`src/rtl/dphase_pkg.sv`:
```
`timescale 1ns/1ps
package dphase_pkg;
  typedef enum logic [2:0] {
    HS_IDLE     = 3'd0,
    HS_RD_WAIT  = 3'd1,
    HS_RD_REPLY = 3'd2,
    HS_RD_DONE  = 3'd3,
    HS_WR_WAIT  = 3'd4,
    HS_WR_REPLY = 3'd5,
    HS_SPENT    = 3'd6
  } hs_state_e;

  localparam int unsigned STROBE_N = 3;
  localparam int unsigned IDX_SYNC = 0;
  localparam int unsigned IDX_DIN  = 1;
  localparam int unsigned IDX_DOUT = 2;
endpackage

```
`src/rtl/dphase_sync.sv`:
```
`timescale 1ns/1ps
module dphase_sync #(
  parameter int unsigned STAGES = 2,
  parameter int unsigned WIDTH  = 3
) (
  input  logic             clk,
  input  logic             rst_n,
  input  logic [WIDTH-1:0] d,
  output logic [WIDTH-1:0] q
);
  generate
    if (STAGES == 0) begin : g_bypass
      assign q = d;
    end else begin : g_chain
      logic [WIDTH-1:0] stage_q [STAGES];
      for (genvar s = 0; s < STAGES; s++) begin : g_stage
        always_ff @(posedge clk or negedge rst_n) begin
          if (!rst_n) begin
            stage_q[s] <= '0;
          end else if (s == 0) begin
            stage_q[s] <= d;
          end else begin
            stage_q[s] <= stage_q[(s == 0) ? 0 : s-1];
          end
        end
      end
      assign q = stage_q[STAGES-1];
    end
  endgenerate
endmodule

```
`src/rtl/dphase_timer.sv`:
```
`timescale 1ns/1ps
module dphase_timer #(
  parameter int unsigned ACCESS_CYCLES = 4
) (
  input  logic clk,
  input  logic rst_n,
  input  logic run,
  output logic done
);
  localparam int unsigned CW = $clog2(ACCESS_CYCLES + 1);
  localparam logic [CW-1:0] LAST = CW'(ACCESS_CYCLES - 1);

  logic [CW-1:0] cnt_q;

  assign done = run && (cnt_q == LAST);

  always_ff @(posedge clk or negedge rst_n) begin
    if (!rst_n) begin
      cnt_q <= '0;
    end else if (!run || done) begin
      cnt_q <= '0;
    end else begin
      cnt_q <= cnt_q + 1'b1;
    end
  end

  // the count never passes the programmed delay
  p_cnt_bound_r4: assert property (@(posedge clk) disable iff (!rst_n)
    cnt_q < CW'(ACCESS_CYCLES));
endmodule

```
`src/rtl/dphase_fsm.sv`:
```
`timescale 1ns/1ps
module dphase_fsm
  import dphase_pkg::*;
(
  input  logic clk,
  input  logic rst_n,
  input  logic init_i,
  input  logic sync_s,
  input  logic din_s,
  input  logic dout_s,
  input  logic sel_i,
  input  logic tmr_done,
  output logic tmr_run,
  output logic oe_o,
  output logic we_o,
  output logic reply_o
);
  hs_state_e state_q, state_d;

  logic rd_req, wr_req;
  assign rd_req = sel_i && din_s && !dout_s;
  assign wr_req = sel_i && dout_s && !din_s;

  always_comb begin
    state_d = state_q;
    unique case (state_q)
      HS_IDLE:     if (rd_req) state_d = HS_RD_WAIT;
                   else if (wr_req) state_d = HS_WR_WAIT;
      HS_RD_WAIT:  if (tmr_done) state_d = HS_RD_REPLY;
      HS_RD_REPLY: if (!din_s) state_d = HS_RD_DONE;
      HS_RD_DONE:  if (wr_req) state_d = HS_WR_WAIT;
      HS_WR_WAIT:  if (tmr_done) state_d = HS_WR_REPLY;
      HS_WR_REPLY: if (!dout_s) state_d = HS_SPENT;
      HS_SPENT:    state_d = HS_SPENT;
      default:     state_d = HS_IDLE;
    endcase
    if (!sync_s || init_i) state_d = HS_IDLE;
  end

  always_ff @(posedge clk or negedge rst_n) begin
    if (!rst_n) state_q <= HS_IDLE;
    else        state_q <= state_d;
  end

  assign tmr_run = (state_q == HS_RD_WAIT) || (state_q == HS_WR_WAIT);
  assign oe_o    = (state_q == HS_RD_WAIT) || (state_q == HS_RD_REPLY);
  assign we_o    = (state_q == HS_WR_WAIT) || (state_q == HS_WR_REPLY);
  assign reply_o = (state_q == HS_RD_REPLY) || (state_q == HS_WR_REPLY);

  p_enable_excl_r11: assert property (@(posedge clk) disable iff (!rst_n)
    !(oe_o && we_o));

  p_reply_enabled_r4: assert property (@(posedge clk) disable iff (!rst_n)
    reply_o |-> (oe_o || we_o));

  p_selected_only_r7: assert property (@(posedge clk) disable iff (!rst_n)
    ($rose(oe_o) || $rose(we_o)) |-> $past(sel_i));

  p_sync_idle_r10: assert property (@(posedge clk) disable iff (!rst_n)
    !sync_s |=> (!oe_o && !we_o && !reply_o));

  p_init_idle_r10: assert property (@(posedge clk) disable iff (!rst_n)
    init_i |=> (!oe_o && !we_o && !reply_o));

  p_reply_hold_r5: assert property (@(posedge clk) disable iff (!rst_n)
    (reply_o && sync_s && !init_i && ((oe_o && din_s) || (we_o && dout_s))) |=> reply_o);
endmodule

```
`src/rtl/dphase_ctrl.sv`:
```
`timescale 1ns/1ps
module dphase_ctrl
  import dphase_pkg::*;
#(
  parameter int unsigned SYNC_STAGES   = 2,
  parameter int unsigned ACCESS_CYCLES = 4
) (
  input  logic clk,
  input  logic rst_n,
  input  logic bus_init_i,
  input  logic sync_i,
  input  logic din_i,
  input  logic dout_i,
  input  logic sel_i,
  output logic ram_oe_o,
  output logic ram_we_o,
  output logic reply_o,
  output logic bus_drive_o
);
  localparam int unsigned AGE_W = $clog2(ACCESS_CYCLES + 2);
  localparam logic [AGE_W-1:0] AGE_MAX = '1;

  logic [STROBE_N-1:0] raw_strb, syn_strb;
  logic tmr_run, tmr_done;
  logic oe, we, reply;

  assign raw_strb[IDX_SYNC] = sync_i;
  assign raw_strb[IDX_DIN]  = din_i;
  assign raw_strb[IDX_DOUT] = dout_i;

  dphase_sync #(.STAGES(SYNC_STAGES), .WIDTH(STROBE_N)) u_sync (
    .clk(clk), .rst_n(rst_n), .d(raw_strb), .q(syn_strb)
  );

  dphase_timer #(.ACCESS_CYCLES(ACCESS_CYCLES)) u_timer (
    .clk(clk), .rst_n(rst_n), .run(tmr_run), .done(tmr_done)
  );

  dphase_fsm u_fsm (
    .clk(clk), .rst_n(rst_n), .init_i(bus_init_i),
    .sync_s(syn_strb[IDX_SYNC]), .din_s(syn_strb[IDX_DIN]),
    .dout_s(syn_strb[IDX_DOUT]), .sel_i(sel_i),
    .tmr_done(tmr_done), .tmr_run(tmr_run),
    .oe_o(oe), .we_o(we), .reply_o(reply)
  );

  assign ram_oe_o    = oe;
  assign ram_we_o    = we;
  assign reply_o     = reply;
  // raw strobe gates the direction so the release needs no clock edge
  assign bus_drive_o = oe && din_i;

  // age of the current enable, used to check the access delay
  logic [AGE_W-1:0] en_age_q;
  always_ff @(posedge clk or negedge rst_n) begin
    if (!rst_n)                 en_age_q <= '0;
    else if (!(oe || we))       en_age_q <= '0;
    else if (en_age_q != AGE_MAX) en_age_q <= en_age_q + 1'b1;
  end

  p_access_delay_r4: assert property (@(posedge clk) disable iff (!rst_n)
    $rose(reply) |-> (en_age_q == AGE_W'(ACCESS_CYCLES)));

  p_drive_read_only_r2: assert property (@(posedge clk) disable iff (!rst_n)
    bus_drive_o |-> !ram_we_o);
endmodule

```
`config.mk`:
```
export PLATFORM = sky130hd
export DESIGN_NAME = dphase_ctrl
export DESIGN_NICKNAME = d
export VERILOG_FILES = /design/src/rtl/dphase_pkg.sv /design/src/rtl/dphase_sync.sv /design/src/rtl/dphase_timer.sv /design/src/rtl/dphase_fsm.sv /design/src/rtl/dphase_ctrl.sv
export SDC_FILE = /design/constraint.sdc
export NUM_CORES = 1
export LEC_CHECK = 0
export ABC_CLOCK_PERIOD_IN_PS = 2100
export CAP_MARGIN = 20
export CORE_AREA = 4 4 41 43
export DETAILED_ROUTE_END_ITERATION = 8
export DIE_AREA = 0 0 45 47
export PLACE_DENSITY = 0.79
export SYNTH_ARGS = -nofsm -noshare
export SYNTH_HDL_FRONTEND = slang
export SYNTH_HIERARCHICAL = 1
export SYNTH_SLANG_ARGS = --single-unit
```
`constraint.sdc`:
```
create_clock -name clk -period 2.1 [get_ports clk]
set_input_delay 0.315 -clock clk [delete_from_list [all_inputs] [get_ports clk]]
set_output_delay 0.315 -clock clk [all_outputs]
set_load 0.02 [all_outputs]
```
Word-level counts from Yosys, hierarchy flattened
Index checks and enable logic that the tools add are counted.
{"block": "totals", "register_bits": 12, "inputBits": 7, "out_inout_bits": 4, "elab_cells": 43}
{"block": "op_classes", "add_sub_neg": 1, "n_eq_ne": 11, "n_mux": 9, "n_reduce_logical": 18}
{"op": "$mux 3", "count": 8}
{"op": "$pmux 3 s7", "count": 1}
{"op": "$ne 3x2->1 const B", "count": 4}
{"op": "$eq 3x2->1 const B", "count": 3}
{"op": "$eq 3x3->1 const B", "count": 3}
{"op": "$logic_and 1x1->1", "count": 6}
{"op": "$logic_or 1x1->1", "count": 6}
{"op": "$logic_not 1->1", "count": 4}
{"op": "$reduce_and 4->1", "count": 1}
{"op": "$add 3x1->3 const B", "count": 1}
{"op": "$eq 3x1->1 const B", "count": 1}
{"op": "$logic_not 3->1", "count": 1}

Logic depth before layout (Yosys ltp)
Gate-level depths: netlist of run 1.
{"block": "depth", "depth_word": 6, "mapped_depth": 8, "mapped_depth_nobuf": 7}

Cells and area by module
Netlist of run 1, hierarchy kept.
{"mod": "dphase_fsm", "n_inst": 1, "cells_each": 36, "area_each_um2": 280.3, "seq_area_each_um2": 75.1}
{"mod": "dphase_sync", "n_inst": 1, "cells_each": 9, "area_each_um2": 172.7, "seq_area_each_um2": 150.1}
{"mod": "dphase_timer", "n_inst": 1, "cells_each": 10, "area_each_um2": 135.1, "seq_area_each_um2": 75.1}
{"mod": "dphase_ctrl", "n_inst": 1, "cells_each": 1, "area_each_um2": 6.3, "seq_area_each_um2": 0.0}

Least setup slack after synthesis of run 1
Ideal clock, no wire load.
{"block": "synth_path", "path_type": "reg2reg", "start": "register u_timer.cnt_q[0]", "end": "register u_fsm.state_q[0]", "setup_ps": 95, "t_arrival_ps": 1636, "required_time_ps": 2005, "path_slack_ps": 369, "path_stages_with_launch": 7, "n_path_buf": 0, "synth_period_minus_slack_ps": 1731, "path_cell_list": "dfrtp_1 -> ha_1 -> ha_1 -> and2_2 -> o41a_1 -> a211o_1 -> o31ai_1"}
{"block": "synth_between", "elab_chain_len": 4}
{"element": "start: declaration", "line_no": "dphase_timer.sv:13", "text": "logic [CW-1:0] cnt_q;"}
{"element": "start signal: assignment", "line_no": "dphase_timer.sv:23", "text": "cnt_q <= cnt_q + 1'b1;"}
{"element": "$eq 3x2->1 *", "line_no": "dphase_timer.sv:15", "text": "assign done = run && (cnt_q == LAST);"}
{"element": "$logic_and 1x1->1 *", "line_no": "dphase_timer.sv:15"}
{"element": "net tmr_done", "line_no": "dphase_ctrl.sv:24", "text": "logic tmr_run, tmr_done;"}
{"element": "$ne 3x2->1 (no line)"}
{"element": "$reduce_and 4->1 (no line) *"}
{"element": "end signal: assignment", "line_no": "dphase_fsm.sv:42", "text": "else state_q <= state_d;"}
{"element": "end: declaration", "line_no": "dphase_fsm.sv:18", "text": "hs_state_e state_q, state_d;"}
The timed path passes the listed nets; every way through them passes the cells marked *.
A chain may end at the register's enable or synchronous reset.

Final worst setup path of run 1
{"block": "layout_path", "start": "register u_fsm.state_q[0]", "end": "output port bus_drive_o"}
{"block": "layout_between", "elab_chain_len": 3}
{"element": "$eq 3x1->1 or $eq 3x2->1 (tied branches)", "line_no": "dphase_fsm.sv:46", "text": "assign oe_o = (state_q == HS_RD_WAIT) || (state_q == HS_RD_REPLY);"}
{"element": "$logic_or 1x1->1 *", "line_no": "dphase_fsm.sv:46"}
{"element": "$logic_and 1x1->1 *", "line_no": "dphase_ctrl.sv:51", "text": "assign bus_drive_o = oe && din_i;"}
{"element": "end: declaration", "line_no": "dphase_ctrl.sv:18", "text": "output logic bus_drive_o"}
Mark *: on every way between the ends. The rest lies on a longest branch, timed or not.

==> flow_metrics.env, run 1 <==
export IMPL_status="finished clean"
export IMPL_n_fill_cell=123
export IMPL_final_area_um2=735.7
export IMPL_die_area_um2=2115
export IMPL_netSwitchingFraction_pct=22.11
export IMPL_antenna_found_initial=0
export IMPL_grt_util_met2_pct=22.32
export IMPL_yosys_warnings=6
export IMPL_setup_viol=0
export IMPL_grt_start_max_net_pins=13
export IMPL_numCtsBuffers=3
export IMPL_slowest_stage="dfrtp_2"
export IMPL_combinationalPowerShare_pct=8.9
export IMPL_core_region_area_um2=1301
export IMPL_post_cts_resized=3
export IMPL_syn_area_um2=594.3
export IMPL_ys_types=30
export IMPL_rsz0062_at_grt="no"
export IMPL_die_h_um=47
export IMPL_syn_nets=65
export IMPL_fin_ws_ns=0.1249
export IMPL_path_max_fanout=7
export IMPL_io_buffer_count=10
export IMPL_async_flop_share_pct=100.0
export IMPL_routabilityCongestion=0.8525
export IMPL_cp_top_family="simple AND/OR/NAND/NOR gates"
export IMPL_netlist_instances=56
export IMPL_clock_fmax_ghz=0.5063
export IMPL_grt_pass1_vias=470
export IMPL_peakVddDrop_v=0.0005316
export IMPL_drive_above_1_share_pct=13.43
export IMPL_grt_pass1_wl_um=1918
export IMPL_maxCapViolCount=0
export IMPL_hold_slack_ns=0.3561
export IMPL_fin_crit_sh_pct=94.05
export IMPL_cts_path_max_buffers=2
export IMPL_die_x_um=45
export IMPL_clock_sinks=12
export IMPL_place_area_um2=698.2
export IMPL_boundaryPins=11
export IMPL_synth_edf_count=0
export IMPL_root_buffer="clkbuf_4"
export IMPL_max_slew_margin_pct=66.09
export IMPL_ys_seq_area_share_pct=50.53
export IMPL_p_per_area_nw_per_um2=640.5
export IMPL_gr_usage_met3_pct=4.981
export IMPL_p_clk_share_pct=39.2
export IMPL_met1_usage_pct=13.43
export IMPL_ys_flop_type="dfrtp_1"
export IMPL_htreeDepth=1
export IMPL_tightestPinTransition_ns=0.5070
export IMPL_synth_avg_cell_area_um2=10.61
export IMPL_final_setup_tns_ns=0
export IMPL_report_final_slew_viol_count=0
export IMPL_p_leak_nw=0.3426
export IMPL_finalCriticalPeriod_ns=1.975
export IMPL_crit_type="reg2out"
export IMPL_cpPeakStageDelay_ns=0.46
export IMPL_cp_arrival_ns=1.66
export IMPL_p_int_uw=367.0
export IMPL_path_cells="or2_1, and3_1, and2_1, dlygate4sd2_1"
export IMPL_cp_data_required_time_ns=1.78
export IMPL_overflow=0
export IMPL_ys_ff_latch=12
export IMPL_drt_pass1_iter_count=4
export IMPL_finalClockSkew_ns=0.005684
export IMPL_final_common_cell="dfrtp_1"
export IMPL_area_growth_pct=23.79
export IMPL_cts_hold_buf=0
export IMPL_rows=13
export IMPL_postRouteWirelength_um=1084
export IMPL_route_detailed_drc=0
export IMPL_mostFrequentLayoutCells="dfrtp_1 (11), clkdlybuf4s50_1 (7)"
export IMPL_antenna_left=0
export IMPL_routed_via_density=5.524
export IMPL_critPathCaptureType="primary output"
export IMPL_p_seq_share_pct=51.9
export IMPL_dp_hpwl_um=803.7
export IMPL_switchingPower_uw=104.2
export IMPL_post_drt_wl_per_cell_um=13.22
export IMPL_drt_iter0_markers=4
export IMPL_cp_num_buf_inv=1
export IMPL_vias=453
export IMPL_hold_violations=0
export IMPL_place_ws_ns=0.1932
export IMPL_clk_pin_slew_worst_paths_ns=0.08
export IMPL_hold_class="reg2reg"
export IMPL_num_antenna_cells=0
export IMPL_clock_latency_ns=0.28
export IMPL_initial_core_util_pct=45.67
export IMPL_busiest_layer="met2"
export IMPL_tritoncts="done"
export IMPL_nets=77
export IMPL_fin_total_pwr_uw=471.2
export IMPL_startpoint_type="flip-flop"
export IMPL_postCtsSetupBuffers=0
export IMPL_grt_usage_pct=13.35
-- power groups by stage --
stage / Combinational [mW] / Sequential, mW / Clock [mW]
2_1_floorplan: 0.0246 / 0.246 / 0
3_3_place_gp: 0.0422 / 0.248 / 0
3_5_place_dp: 0.0429 / 0.249 / 0
4_1_cts: 0.0426 / 0.245 / 0.192
5_1_grt: 0.0467 / 0.245 / 0.207
6_report: 0.0421 / 0.245 / 0.185
-- synth_stat cells, types with 2 or more instances --
master / n / area, µm²
a21oi_1: 3 / 15.01
a211o_1: 2 / 17.52
buf_4: 3 / 22.52
ha_1: 2 / 25.02
nor3b_1: 2 / 15.01
inv_1: 3 / 11.26
dfrtp_1: 12 / 300.3
nand2_1: 3 / 11.26
nor2_1: 2 / 7.510
nand3b_1: 2 / 15.01
nand2b_1: 2 / 12.51
clkbuf_1: 2 / 7.510
-- final timing paths --
kind	startpoint	endpoint	slack, ns	cells past startpoint
max	u_fsm/state_q[0]	bus_drive_o	0.12	4
min	u_sync/g_chain.stage_q[3]	u_sync/q[0]	0.36	0
max reg2reg	u_timer/cnt_q[0]	u_fsm/state_q[0]	0.27	6
min reg2reg	u_sync/g_chain.stage_q[3]	u_sync/q[0]	0.36	0
max in group asynchronous	rst_n	u_fsm/state_q[0]	1.37	1
min in group asynchronous	rst_n	u_sync/g_chain.stage_q[5]	0.37	1
-- cell families (layout without fill, tap and decap cells) --
family          after synthesis  count (layout)  synth area share, %
simple gates                 20              20                21.27
compound gates               12              12                14.95
flops                        12              12                50.53
buf+inv                       9              20                7.578
fa+ha+maj                     2               2                4.210
xor+xnor                      1               1                1.474
-- sequential cells by signal, indices dropped and copies added (netlist names) --
name / flops
u_fsm/state_q: 3
u_sync/g_chain.stage_q: 3
u_sync/q: 3
u_timer/cnt_q: 3
-- final cells by class --
| type | count | area, µm² | share of cell area [%] |
|---|---|---|---|
| Timing Repair Buffer | 12 | 115.1 | 15.65 |
| Inverter | 4 | 15.01 | 2.041 |
| Multi-Input combinational cell | 35 | 249.0 | 33.84 |
| Sequential cell | 12 | 301.5 | 40.99 |
| Clock buffer | 4 | 36.28 | 4.932 |
| Tap cell | 15 | 18.77 | 2.551 |
-- metrics by stage --
step / utilization [%] / std cells
after floorplan: - / 56
after global placement: 53.65 / 78
after detailed placement: 53.65 / 78
after CTS: 56.35 / 82
after global routing: 56.54 / 82
final: 56.54 / 82
-- metal layers --
metal  up-vias  part of all wire (%)
li1        218                     -
met1       217                    41
met2        15                    50
met3         3                   6.1
met4         0                   2.6
met5         -                     0
Note: power is estimated with default switching activity, not from simulation.
==> inputs of run 2 (changes only) <==
- CTS_CLUSTER_DIAMETER: unset -> 150
- GPL_TIMING_DRIVEN: unset -> 0
==> flow_metrics.env, run 2 (same netlist as run 1, synthesis figures left out) <==
export IMPL_tritoncts="done"
export IMPL_mostFrequentLayoutCells="dfrtp_1 (10), clkdlybuf4s50_1 (7)"
export IMPL_p_int_uw=369.0
export IMPL_antenna_found_initial=0
export IMPL_cpPeakStageDelay_ns=0.40
export IMPL_critPathCaptureType="primary output"
export IMPL_maxCapViolCount=0
export IMPL_cp_arrival_ns=1.59
export IMPL_grt_start_max_net_pins=13
export IMPL_clock_latency_ns=0.26
export IMPL_report_final_slew_viol_count=0
export IMPL_nets=79
export IMPL_p_clk_share_pct=38.0
export IMPL_dp_cells=81
export IMPL_die_h_um=47
export IMPL_fin_crit_sh_pct=90.53
export IMPL_vias=439
export IMPL_slowest_stage="dfrtp_1"
export IMPL_setup_viol=0
export IMPL_routed_via_density=5.226
export IMPL_post_drt_wl_per_cell_um=11.71
export IMPL_numCtsBuffers=3
export IMPL_postRouteWirelength_um=984
export IMPL_grt_pass1_vias=426
export IMPL_initial_core_util_pct=45.67
export IMPL_path_max_fanout=10
export IMPL_dp_hpwl_um=768.4
export IMPL_peakVddDrop_v=0.0005075
export IMPL_clock_fmax_ghz=0.5260
export IMPL_grt_pass1_wl_um=1821
export IMPL_final_common_cell="dfrtp_1"
export IMPL_root_buffer="clkbuf_4"
export IMPL_antenna_left=0
export IMPL_io_buffer_count=10
export IMPL_switchingPower_uw=96.55
export IMPL_netSwitchingFraction_pct=20.74
export IMPL_p_seq_share_pct=52.4
export IMPL_cts_path_max_buffers=2
export IMPL_p_per_area_nw_per_um2=627.4
export IMPL_grt_usage_pct=11.74
export IMPL_hold_class="reg2reg"
export IMPL_area_growth_pct=24.84
export IMPL_routabilityCongestion=0.8650
export IMPL_core_region_area_um2=1301
export IMPL_clk_pin_slew_worst_paths_ns=0.07
export IMPL_max_slew_margin_pct=66.73
export IMPL_final_area_um2=742.0
export IMPL_stdcell_count=84
export IMPL_hold_violations=0
export IMPL_n_fill_cell=134
export IMPL_place_area_um2=713.2
export IMPL_die_area_um2=2115
export IMPL_path_cells="buf_2, or2_1, and3_1, dlygate4sd2_1"
export IMPL_drt_iter0_markers=7
export IMPL_rsz0062_at_grt="no"
export IMPL_finalCriticalPeriod_ns=1.901
export IMPL_p_leak_nw=0.3333
export IMPL_overflow=0
export IMPL_drive_above_1_share_pct=18.84
export IMPL_combinationalPowerShare_pct=9.7
export IMPL_drt_pass1_iter_count=4
export IMPL_die_x_um=45
export IMPL_num_antenna_cells=0
export IMPL_cp_data_required_time_ns=1.78
export IMPL_boundaryPins=11
export IMPL_route_detailed_drc=0
export IMPL_finalClockSkew_ns=0.0003759
export IMPL_tightestPinTransition_ns=0.4976
export IMPL_crit_type="reg2out"
export IMPL_rows=13
export IMPL_postCtsSetupBuffers=0
export IMPL_startpoint_type="flip-flop"
export IMPL_clock_sinks=12
export IMPL_status="finished clean"
export IMPL_htreeDepth=1
==> run 2: timing repair <==
action | 4_1_cts | 5_1_grt
resized for setup | 6 | 3
setup endpoints to repair | 3 | 1
cloned | 0 | 0
hold buffers | 0 | 0
==> run 2: power groups by stage <==
| stage | Clock, mW | Combinational (mW) | Sequential [mW] |
|---|---|---|---|
| floorplan | 0 | 0.0246 | 0.246 |
| global placement | 0 | 0.0468 | 0.247 |
| detailed placement | 0 | 0.0479 | 0.247 |
| CTS | 0.182 | 0.0458 | 0.244 |
| global route | 0.195 | 0.0501 | 0.245 |
| finish | 0.177 | 0.0450 | 0.244 |
==> run 2: final cells by class <==
class | count | area, µm² | share of cell area [%]
plain buffers | 4 | 27.53 | 3.710
clock buffers | 4 | 36.28 | 4.890
inverters | 4 | 15.01 | 2.024
multi-input cells | 35 | 249.0 | 33.56
flip-flops and latches | 12 | 302.8 | 40.81
well taps | 15 | 18.77 | 2.530
repair buffers | 10 | 92.59 | 12.48
==> run 2: path summary, 6_finish.rpt <==
check,from,endpoint,slack (ns),depth (start not counted)
max,u_fsm/state_q[1],ram_oe_o,0.20,4
min,u_sync/g_chain.stage_q[5],u_sync/q[2],0.35,0
max reg2reg,u_timer/cnt_q[0],u_fsm/state_q[0],0.25,6
min reg2reg,u_sync/g_chain.stage_q[5],u_sync/q[2],0.35,0
max in group asynchronous,rst_n,u_fsm/state_q[0],1.36,1
min in group asynchronous,rst_n,u_sync/q[0],0.38,1
==> run 2: critical path, delay by kind of cell (launching register included) <==
kind	cells	cell delay (ns)
and+or+nand+nor	2	0.43
buffers and inverters	2	0.50
DFF	1	0.40
==> run 2: metrics by stage <==
step                      hold WS, ns  setup TNS, ns  setup WS (ns)  power, mW  util (%)
after floorplan               0.01941              0         0.3687     0.2707         -
after global placement         0.3318              0       0.006598     0.2934     54.81
final                          0.3517              0         0.1989     0.4655     57.02
after CTS                      0.3526              0        0.02398     0.4719     57.31
after global routing           0.3614              0        0.08508     0.4898     57.02
after detailed placement       0.3362      -0.004580      -0.004580     0.2949     54.81
==> run 2: metal layers <==
metal	GRT usage (%)	vias to the layer above	wire length, µm
met5	0	-	0
met4	3.509	0	0
met3	3.831	0	60
met2	18.93	12	480
met1	15.07	203	444
li1	-	224	-
